<file path="config.mk">
export PLATFORM = sky130hd
export DESIGN_NAME = erase_seq
export DESIGN_NICKNAME = d
export VERILOG_FILES = /design/src/rtl/erase_seq_pkg.sv /design/src/rtl/erase_seq_dp.sv /design/src/rtl/erase_seq_ctrl.sv /design/src/rtl/erase_seq.sv
export SDC_FILE = /design/constraint.sdc
export NUM_CORES = 1
export LEC_CHECK = 0
export ABC_AREA = 1
export CAP_MARGIN = 10
export CORE_ASPECT_RATIO = 0.75
export CORE_MARGIN = 5
export CORE_UTILIZATION = 55
export CTS_BUF_LIST = sky130_fd_sc_hd__clkbuf_16
export DETAILED_ROUTE_END_ITERATION = 8
export DONT_BUFFER_PORTS = 1
export PLACE_DENSITY_LB_ADDON = 0.25
export SLEW_MARGIN = 30
export SYNTH_ARGS = -nofsm -noshare
export SYNTH_HDL_FRONTEND = slang
export SYNTH_HIERARCHICAL = 1
export SYNTH_SLANG_ARGS = --single-unit
</file>
<file path="constraint.sdc">
create_clock -name clk -period 3.3 [get_ports clk]
set_clock_uncertainty 0.15 [all_clocks]
set_input_delay 0.33 -clock clk [delete_from_list [all_inputs] [get_ports clk]]
set_output_delay 0.33 -clock clk [all_outputs]
set_load 0.03 [all_outputs]
</file>
<file path="src/rtl/erase_seq_pkg.sv">
package erase_seq_pkg;

  localparam logic [7:0] CMD_ERASE  = 8'h20;
  localparam logic [7:0] CMD_VERIFY = 8'hA0;
  localparam logic [7:0] CMD_READ   = 8'h00;
  localparam logic [7:0] BYTE_ERASED = 8'hFF;
  localparam logic [7:0] BYTE_ZERO   = 8'h00;

  typedef enum logic [3:0] {
    ST_IDLE,
    ST_HVWAIT,
    ST_PGM,
    ST_ARM,
    ST_FIRE,
    ST_SETTLE,
    ST_VCMD,
    ST_VWAIT,
    ST_VREAD,
    ST_RDCMD
  } seqState_t;

  typedef struct packed {
    logic clrAddr;
    logic incAddr;
    logic clrCnt;
    logic incCnt;
    logic ldErase;
    logic ldVerify;
  } dpCtl_t;

endpackage

</file>
<file path="src/rtl/erase_seq_dp.sv">
module erase_seq_dp
  import erase_seq_pkg::*;
#(
  parameter int ADDR_W          = 16,
  parameter int LAST_ADDR       = 'hFFFF,
  parameter int PULSE_LIMIT     = 1000,
  parameter int ERASE_WAIT_CYC  = 1250000,
  parameter int VERIFY_WAIT_CYC = 750
) (
  input  logic              clk,
  input  logic              rstN,
  input  dpCtl_t            ctl,
  input  logic [7:0]        rdData,
  output logic [ADDR_W-1:0] curAddr,
  output logic              addrLast,
  output logic              cntAtLimit,
  output logic              tmrZero,
  output logic              byteErased
);

  localparam int CNT_W = $clog2(PULSE_LIMIT + 1);
  localparam int WAIT_MAX = (ERASE_WAIT_CYC > VERIFY_WAIT_CYC) ? ERASE_WAIT_CYC : VERIFY_WAIT_CYC;
  localparam int TMR_W = $clog2(WAIT_MAX + 1);
  localparam logic [ADDR_W-1:0] ADDR_END = ADDR_W'(LAST_ADDR);
  localparam logic [CNT_W-1:0]  CNT_END  = CNT_W'(PULSE_LIMIT);

  logic [CNT_W-1:0] pulseCnt;
  logic [TMR_W-1:0] waitTmr;

  // resume-address register: only moves on explicit clear or step
  always_ff @(posedge clk) begin
    if (!rstN)            curAddr <= '0;
    else if (ctl.clrAddr) curAddr <= '0;
    else if (ctl.incAddr) curAddr <= curAddr + 1'b1;
  end

  // erase pulse counter
  always_ff @(posedge clk) begin
    if (!rstN)           pulseCnt <= '0;
    else if (ctl.clrCnt) pulseCnt <= '0;
    else if (ctl.incCnt) pulseCnt <= pulseCnt + 1'b1;
  end

  // shared settle timer, counts down to zero after a load
  always_ff @(posedge clk) begin
    if (!rstN)               waitTmr <= '0;
    else if (ctl.ldErase)    waitTmr <= TMR_W'(ERASE_WAIT_CYC);
    else if (ctl.ldVerify)   waitTmr <= TMR_W'(VERIFY_WAIT_CYC);
    else if (waitTmr != '0)  waitTmr <= waitTmr - 1'b1;
  end

  assign addrLast   = (curAddr == ADDR_END);
  assign cntAtLimit = (pulseCnt == CNT_END);
  assign tmrZero    = (waitTmr == '0);
  assign byteErased = (rdData == BYTE_ERASED);

  AST_PULSE_BOUND: assert property (@(posedge clk) disable iff (!rstN)
    pulseCnt <= CNT_END);
  AST_ADDR_BOUND: assert property (@(posedge clk) disable iff (!rstN)
    curAddr <= ADDR_END);
  AST_PULSE_KEEPS_ADDR: assert property (@(posedge clk) disable iff (!rstN)
    ctl.incCnt |=> $stable(curAddr));

endmodule

</file>
<file path="src/rtl/erase_seq_ctrl.sv">
module erase_seq_ctrl
  import erase_seq_pkg::*;
(
  input  logic       clk,
  input  logic       rstN,
  input  logic       start,
  input  logic       hvReady,
  input  logic       busAck,
  input  logic       pgmDone,
  input  logic       pgmOk,
  input  logic       addrLast,
  input  logic       cntAtLimit,
  input  logic       tmrZero,
  input  logic       byteErased,
  output dpCtl_t     ctl,
  output logic       busy,
  output logic       passFlag,
  output logic       failFlag,
  output logic       hvEnable,
  output logic       pgmReq,
  output logic       busReq,
  output logic       busWrite,
  output logic [7:0] busWdata
);

  seqState_t st, nxt;
  logic setPass, setFail, clrFlags;

  always_comb begin
    nxt      = st;
    ctl      = '0;
    setPass  = 1'b0;
    setFail  = 1'b0;
    clrFlags = 1'b0;
    unique case (st)
      ST_IDLE: if (start) begin
        nxt         = ST_HVWAIT;
        ctl.clrAddr = 1'b1;
        ctl.clrCnt  = 1'b1;
        clrFlags    = 1'b1;
      end
      ST_HVWAIT: if (hvReady) nxt = ST_PGM;
      ST_PGM: if (pgmDone) begin
        if (!pgmOk) begin
          nxt     = ST_IDLE;
          setFail = 1'b1;
        end else if (addrLast) begin
          nxt         = ST_ARM;
          ctl.clrAddr = 1'b1;
        end else begin
          ctl.incAddr = 1'b1;
        end
      end
      ST_ARM: if (busAck) nxt = ST_FIRE;
      ST_FIRE: if (busAck) begin
        nxt         = ST_SETTLE;
        ctl.incCnt  = 1'b1;
        ctl.ldErase = 1'b1;
      end
      ST_SETTLE: if (tmrZero) nxt = ST_VCMD;
      ST_VCMD: if (busAck) begin
        nxt          = ST_VWAIT;
        ctl.ldVerify = 1'b1;
      end
      ST_VWAIT: if (tmrZero) nxt = ST_VREAD;
      ST_VREAD: if (busAck) begin
        if (byteErased) begin
          if (addrLast) nxt = ST_RDCMD;
          else begin
            nxt         = ST_VCMD;
            ctl.incAddr = 1'b1;
          end
        end else if (cntAtLimit) begin
          nxt     = ST_IDLE;
          setFail = 1'b1;
        end else begin
          nxt = ST_ARM;
        end
      end
      ST_RDCMD: if (busAck) begin
        nxt     = ST_IDLE;
        setPass = 1'b1;
      end
      default: nxt = ST_IDLE;
    endcase
  end

  always_ff @(posedge clk) begin
    if (!rstN) st <= ST_IDLE;
    else       st <= nxt;
  end

  always_ff @(posedge clk) begin
    if (!rstN) begin
      passFlag <= 1'b0;
      failFlag <= 1'b0;
    end else if (clrFlags) begin
      passFlag <= 1'b0;
      failFlag <= 1'b0;
    end else begin
      if (setPass) passFlag <= 1'b1;
      if (setFail) failFlag <= 1'b1;
    end
  end

  always_comb begin
    busReq   = 1'b0;
    busWrite = 1'b1;
    busWdata = CMD_READ;
    unique case (st)
      ST_ARM, ST_FIRE: begin busReq = 1'b1; busWdata = CMD_ERASE; end
      ST_VCMD:         begin busReq = 1'b1; busWdata = CMD_VERIFY; end
      ST_VREAD:        begin busReq = 1'b1; busWrite = 1'b0; end
      ST_RDCMD:        begin busReq = 1'b1; busWdata = CMD_READ; end
      default:         ;
    endcase
  end

  assign busy     = (st != ST_IDLE);
  assign hvEnable = busy;
  assign pgmReq   = (st == ST_PGM);

  AST_FLAGS_EXCL: assert property (@(posedge clk) disable iff (!rstN)
    !(passFlag && failFlag));
  AST_IDLE_QUIET: assert property (@(posedge clk) disable iff (!rstN)
    !busy |-> !busReq && !pgmReq);
  AST_HV_FOR_TRAFFIC: assert property (@(posedge clk) disable iff (!rstN)
    (busReq || pgmReq) |-> hvEnable);
  AST_REQ_HOLD: assert property (@(posedge clk) disable iff (!rstN)
    busReq && !busAck |=> busReq && $stable(busWrite) && $stable(busWdata));

endmodule

</file>
<file path="src/rtl/erase_seq.sv">
module erase_seq
  import erase_seq_pkg::*;
#(
  parameter int ADDR_W          = 16,
  parameter int LAST_ADDR       = 'hFFFF,
  parameter int PULSE_LIMIT     = 1000,
  parameter int ERASE_WAIT_CYC  = 1250000,
  parameter int VERIFY_WAIT_CYC = 750
) (
  input  logic              clk,
  input  logic              rstN,
  input  logic              start,
  input  logic              hvReady,
  output logic              busy,
  output logic              passFlag,
  output logic              failFlag,
  output logic              hvEnable,
  output logic              pgmReq,
  output logic [ADDR_W-1:0] pgmAddr,
  output logic [7:0]        pgmData,
  input  logic              pgmDone,
  input  logic              pgmOk,
  output logic              busReq,
  output logic              busWrite,
  output logic [ADDR_W-1:0] busAddr,
  output logic [7:0]        busWdata,
  input  logic              busAck,
  input  logic [7:0]        busRdata
);

  dpCtl_t            ctl;
  logic [ADDR_W-1:0] curAddr;
  logic              addrLast, cntAtLimit, tmrZero, byteErased;

  erase_seq_ctrl uCtrl (
    .clk(clk), .rstN(rstN), .start(start), .hvReady(hvReady),
    .busAck(busAck), .pgmDone(pgmDone), .pgmOk(pgmOk),
    .addrLast(addrLast), .cntAtLimit(cntAtLimit), .tmrZero(tmrZero),
    .byteErased(byteErased), .ctl(ctl), .busy(busy),
    .passFlag(passFlag), .failFlag(failFlag), .hvEnable(hvEnable),
    .pgmReq(pgmReq), .busReq(busReq), .busWrite(busWrite), .busWdata(busWdata)
  );

  erase_seq_dp #(
    .ADDR_W(ADDR_W), .LAST_ADDR(LAST_ADDR), .PULSE_LIMIT(PULSE_LIMIT),
    .ERASE_WAIT_CYC(ERASE_WAIT_CYC), .VERIFY_WAIT_CYC(VERIFY_WAIT_CYC)
  ) uDp (
    .clk(clk), .rstN(rstN), .ctl(ctl), .rdData(busRdata),
    .curAddr(curAddr), .addrLast(addrLast), .cntAtLimit(cntAtLimit),
    .tmrZero(tmrZero), .byteErased(byteErased)
  );

  assign pgmAddr = curAddr;
  assign pgmData = BYTE_ZERO;
  assign busAddr = curAddr;

  AST_ADDR_HELD: assert property (@(posedge clk) disable iff (!rstN)
    busReq && !busAck |=> $stable(busAddr));
  AST_PGM_HELD: assert property (@(posedge clk) disable iff (!rstN)
    pgmReq && !pgmDone |=> pgmReq && $stable(pgmAddr));

endmodule

</file>
==> results.toml <==
[outcome]
outcome = "finished clean"

[place]
place.gp.congestion = 0.929
pre_cts_slack_ns = 0.527
post_dp_cell_area_mm2 = 0.00335
io_buffers = 0
dp_hpwl_um = 5980

[routing]
drc = 0
firstDrtPassIters = 5
wl_met3_um = 713
wl_met1_um = 3780
highest_layer = "met4"
wl_per_cell_um = 13.0
via_per_inst = 5.21
vias = 3065
first_iter_violations = 168
wl_met2_um = 3080
ant_nets = 0
drt_wl_total_um = 7630

[worst_setup_path]
cp_top_family = "simple AND/OR/NAND/NOR gates"
cp_slowest_cell = "o21ai_0"
path_cells = "ha_1, nand3_1, inv_1, nand2_1, nor2_1, inv_1, nand2_2, o21ai_0, nand2_1, nor3_4, nand3_2, nor2_2, nand3_1, nand2_1, nor2_1"
crit_path_end_kind = "register"
cp_max_fo = 6
crit_buf_inv = 2
crit_path_max_incr_delay_ns = 0.46
worstPathArrival_ns = 2.82
cp_common_cell = "nand2_1"
crit_required_ns = 3.33
criticalPathCategory = "register to register"
start_kind = "register"

[pwr]
leakagePower_nw = 1.63
max-vdd-ir-drop_mv = 0.512
power_mw = 2.69
power.density_mw_per_mm2 = 767

[sta]
hold_viol = 0
clock.fmax_mhz = 358
timing.hold.ws_ns = 0.0113
period_needed_ns = 2.79
fin_ws_ns = 0.507
fin_crit_sh_pct = 84.6
worst_pin_slew_ns = 0.680
slew_headroom_pct = 54.6
rsz0062_at_grt = "no"
finalSetupTns_ns = 0
report.final.slew_viol_count = 0
setup_violations = 0

[clock_network]
post_cts.repair.setup_buffers = 0
cts_tree = "built"
cts-htree-levels = 2
clkTransAtPathRegs_ns = 0.07
clk_latency_ns = 0.29
cts-root-buf = "clkbuf_16"
cts_resized = 0
cts_buffer_depth = 2
clkSinkCount = 53
cts_hold_buffers = 1
cts_buffers = 5

[die]
core-area_mm2 = 0.00586
die-area_mm2 = 0.00774
initial_utilization_pct = 57.0
num_rows = 24
fp.dieH_um = 77.4
die_x_um = 99.9
ios = 70

[global_routing]
grtUsageTotal_pct = 20.3
grt_max_degree = 18
first_global_vias = 2762
grt_first_pass_wirelength_um = 13000
grt_antenna_before_repair = 0
grt_overflow = 0

[final_layout]
fillers = 561
fin_area_mm2 = 0.00351
final_nets = 528
drive_gt1_share_pct = 13.1
area_growth_pct = 5.14
antenna_cells = 0

[logic_synthesis]
syn_area_per_cell_um2 = 6.61
postSynth.asyncResetShare_pct = 0
synth.area.top_cells = "dfxtp_1 (32%), nand2_1 (12%), nor2_1 (9.9%)"
synth.yosys.seq_area_share_pct = 31.8
yosysTopAreaCell = "dfxtp_1"
synth_flop_cell = "dfxtp_1"
netlist_area_mm2 = 0.00334
netlist.area_leader.share_pct = 31.8
synth_edf_count = 0
ys_seq_elements = 53
ys_warn_count = 6
synthDistinctLibCells = 35
syn_inst = 505

[flow_run]
max-cap-violations = 0

[hold_path]
hp-class = "primary input to register"
==> through the flow <==
stage / instances / utilization (%)
final: 588 / 59.9
after global routing: 588 / 59.9
after CTS: 588 / 59.9
after detailed placement: 579 / 57.3
after global placement: 579 / 57.3
after floorplan: 517 / -
==> metal layers <==
metal	global-route usage (%)	up-vias
met5	0	-
met4	4.77	0
met3	4.93	7
met2	29.6	103
met1	30.1	1383
li1	-	1572
==> layout make-up <==
cell class | count | area [µm²] | area share [%]
Sequential cell | 53 | 1060 | 30.3
Tap cell | 78 | 97.6 | 2.78
Clock buffer | 5 | 125 | 3.57
Clock inverter | 3 | 17.5 | 0.499
Multi-Input combinational cell | 360 | 1800 | 51.3
Timing Repair Buffer | 19 | 145 | 4.14
Inverter | 70 | 263 | 7.49
==> synthesized netlist by cell type (2+ instances only) <==
library cell and instances:
a211oi_1 2, a21oi_1 25, a31oi_1 2, buf_4 33
clkinv_1 3, conb_1 2, dfxtp_1 53, ha_1 4
inv_1 64, inv_2 3, nand2_1 106, nand2_2 6
nand2_4 3, nand3_1 32, nand3_2 3, nand3_4 2
nand4_1 12, nand4_2 2, nor2_1 88, nor2_2 10
nor2_4 4, nor3_1 13, nor3_2 3, o21ai_0 12
o21ai_1 2, o21ai_2 2, o21bai_1 2, xnor2_1 4
xor2_1 2
==> cells in the final DEF, fill, tap and decap left out <==
cell / n
nand2_1: 106
nor2_1: 88
inv_1: 65
dfxtp_1: 53
nand3_1: 32
a21oi_1: 25
buf_4: 18
conb_1: 14
nor3_1: 13
o21ai_0: 12
nand4_1: 12
nor2_2: 10
nand2_2: 6
clkbuf_16: 5
nor2_4: 4
xnor2_1: 4
ha_1: 4
inv_2: 3
nand3_2: 3
clkinv_1: 3
nand2_4: 3
nor3_2: 3
nand3_4: 2
a31oi_1: 2
o21bai_1: 2
xor2_1: 2
nand4_2: 2
o21ai_1: 2
a211oi_1: 2
o21ai_2: 2
inv_6: 1
clkinv_2: 1
a31o_2: 1
o22ai_1: 1
nor2_8: 1
a21oi_2: 1
nor3_4: 1
dlygate4sd3_1: 1
==> cell families (layout without fill, tap and decap cells) <==
kind of cell | count (synthesis) | in the layout | synth area share [%]
simple gates | 286 | 286 | 40.9
buf+inv | 104 | 97 | 15.6
flops | 53 | 53 | 31.8
compound gates | 50 | 50 | 8.36
xor+xnor | 6 | 6 | 1.58
fa+ha+maj | 4 | 4 | 1.50
other cells | 2 | 14 | 0.225
==> report_power, final <==
group	internal (mW)	switching (mW)	total [mW]
logic	0.426	0.925	1.35
clock network	0.280	0.235	0.515
registers	0.735	0.0902	0.825
total	1.44	1.25	2.69
==> flip-flops by register name, indices dropped and copies added, names as in the netlist <==
name	cells
uCtrl/passFlag	1
uDp/waitTmr	21
uCtrl/failFlag	1
uCtrl/st	4
uDp/curAddr	16
uDp/pulseCnt	10
==> worst paths after layout <==
path              slack (ns)                         start  depth (start not counted)                            to
setup / recovery        0.51   uDp/curAddr[0]$_SDFFE_PP0P_                         15  uDp/curAddr[15]$_SDFFE_PP0P_
hold / removal          0.01                          rstN                          2      uCtrl/st[0]$_SDFFE_PN0P_
setup reg to reg        0.51   uDp/curAddr[0]$_SDFFE_PP0P_                         15  uDp/curAddr[15]$_SDFFE_PP0P_
hold reg to reg         0.31  uDp/pulseCnt[7]$_SDFFE_PP0P_                          2  uDp/pulseCnt[7]$_SDFFE_PP0P_
(Power assumes the default switching activity.)
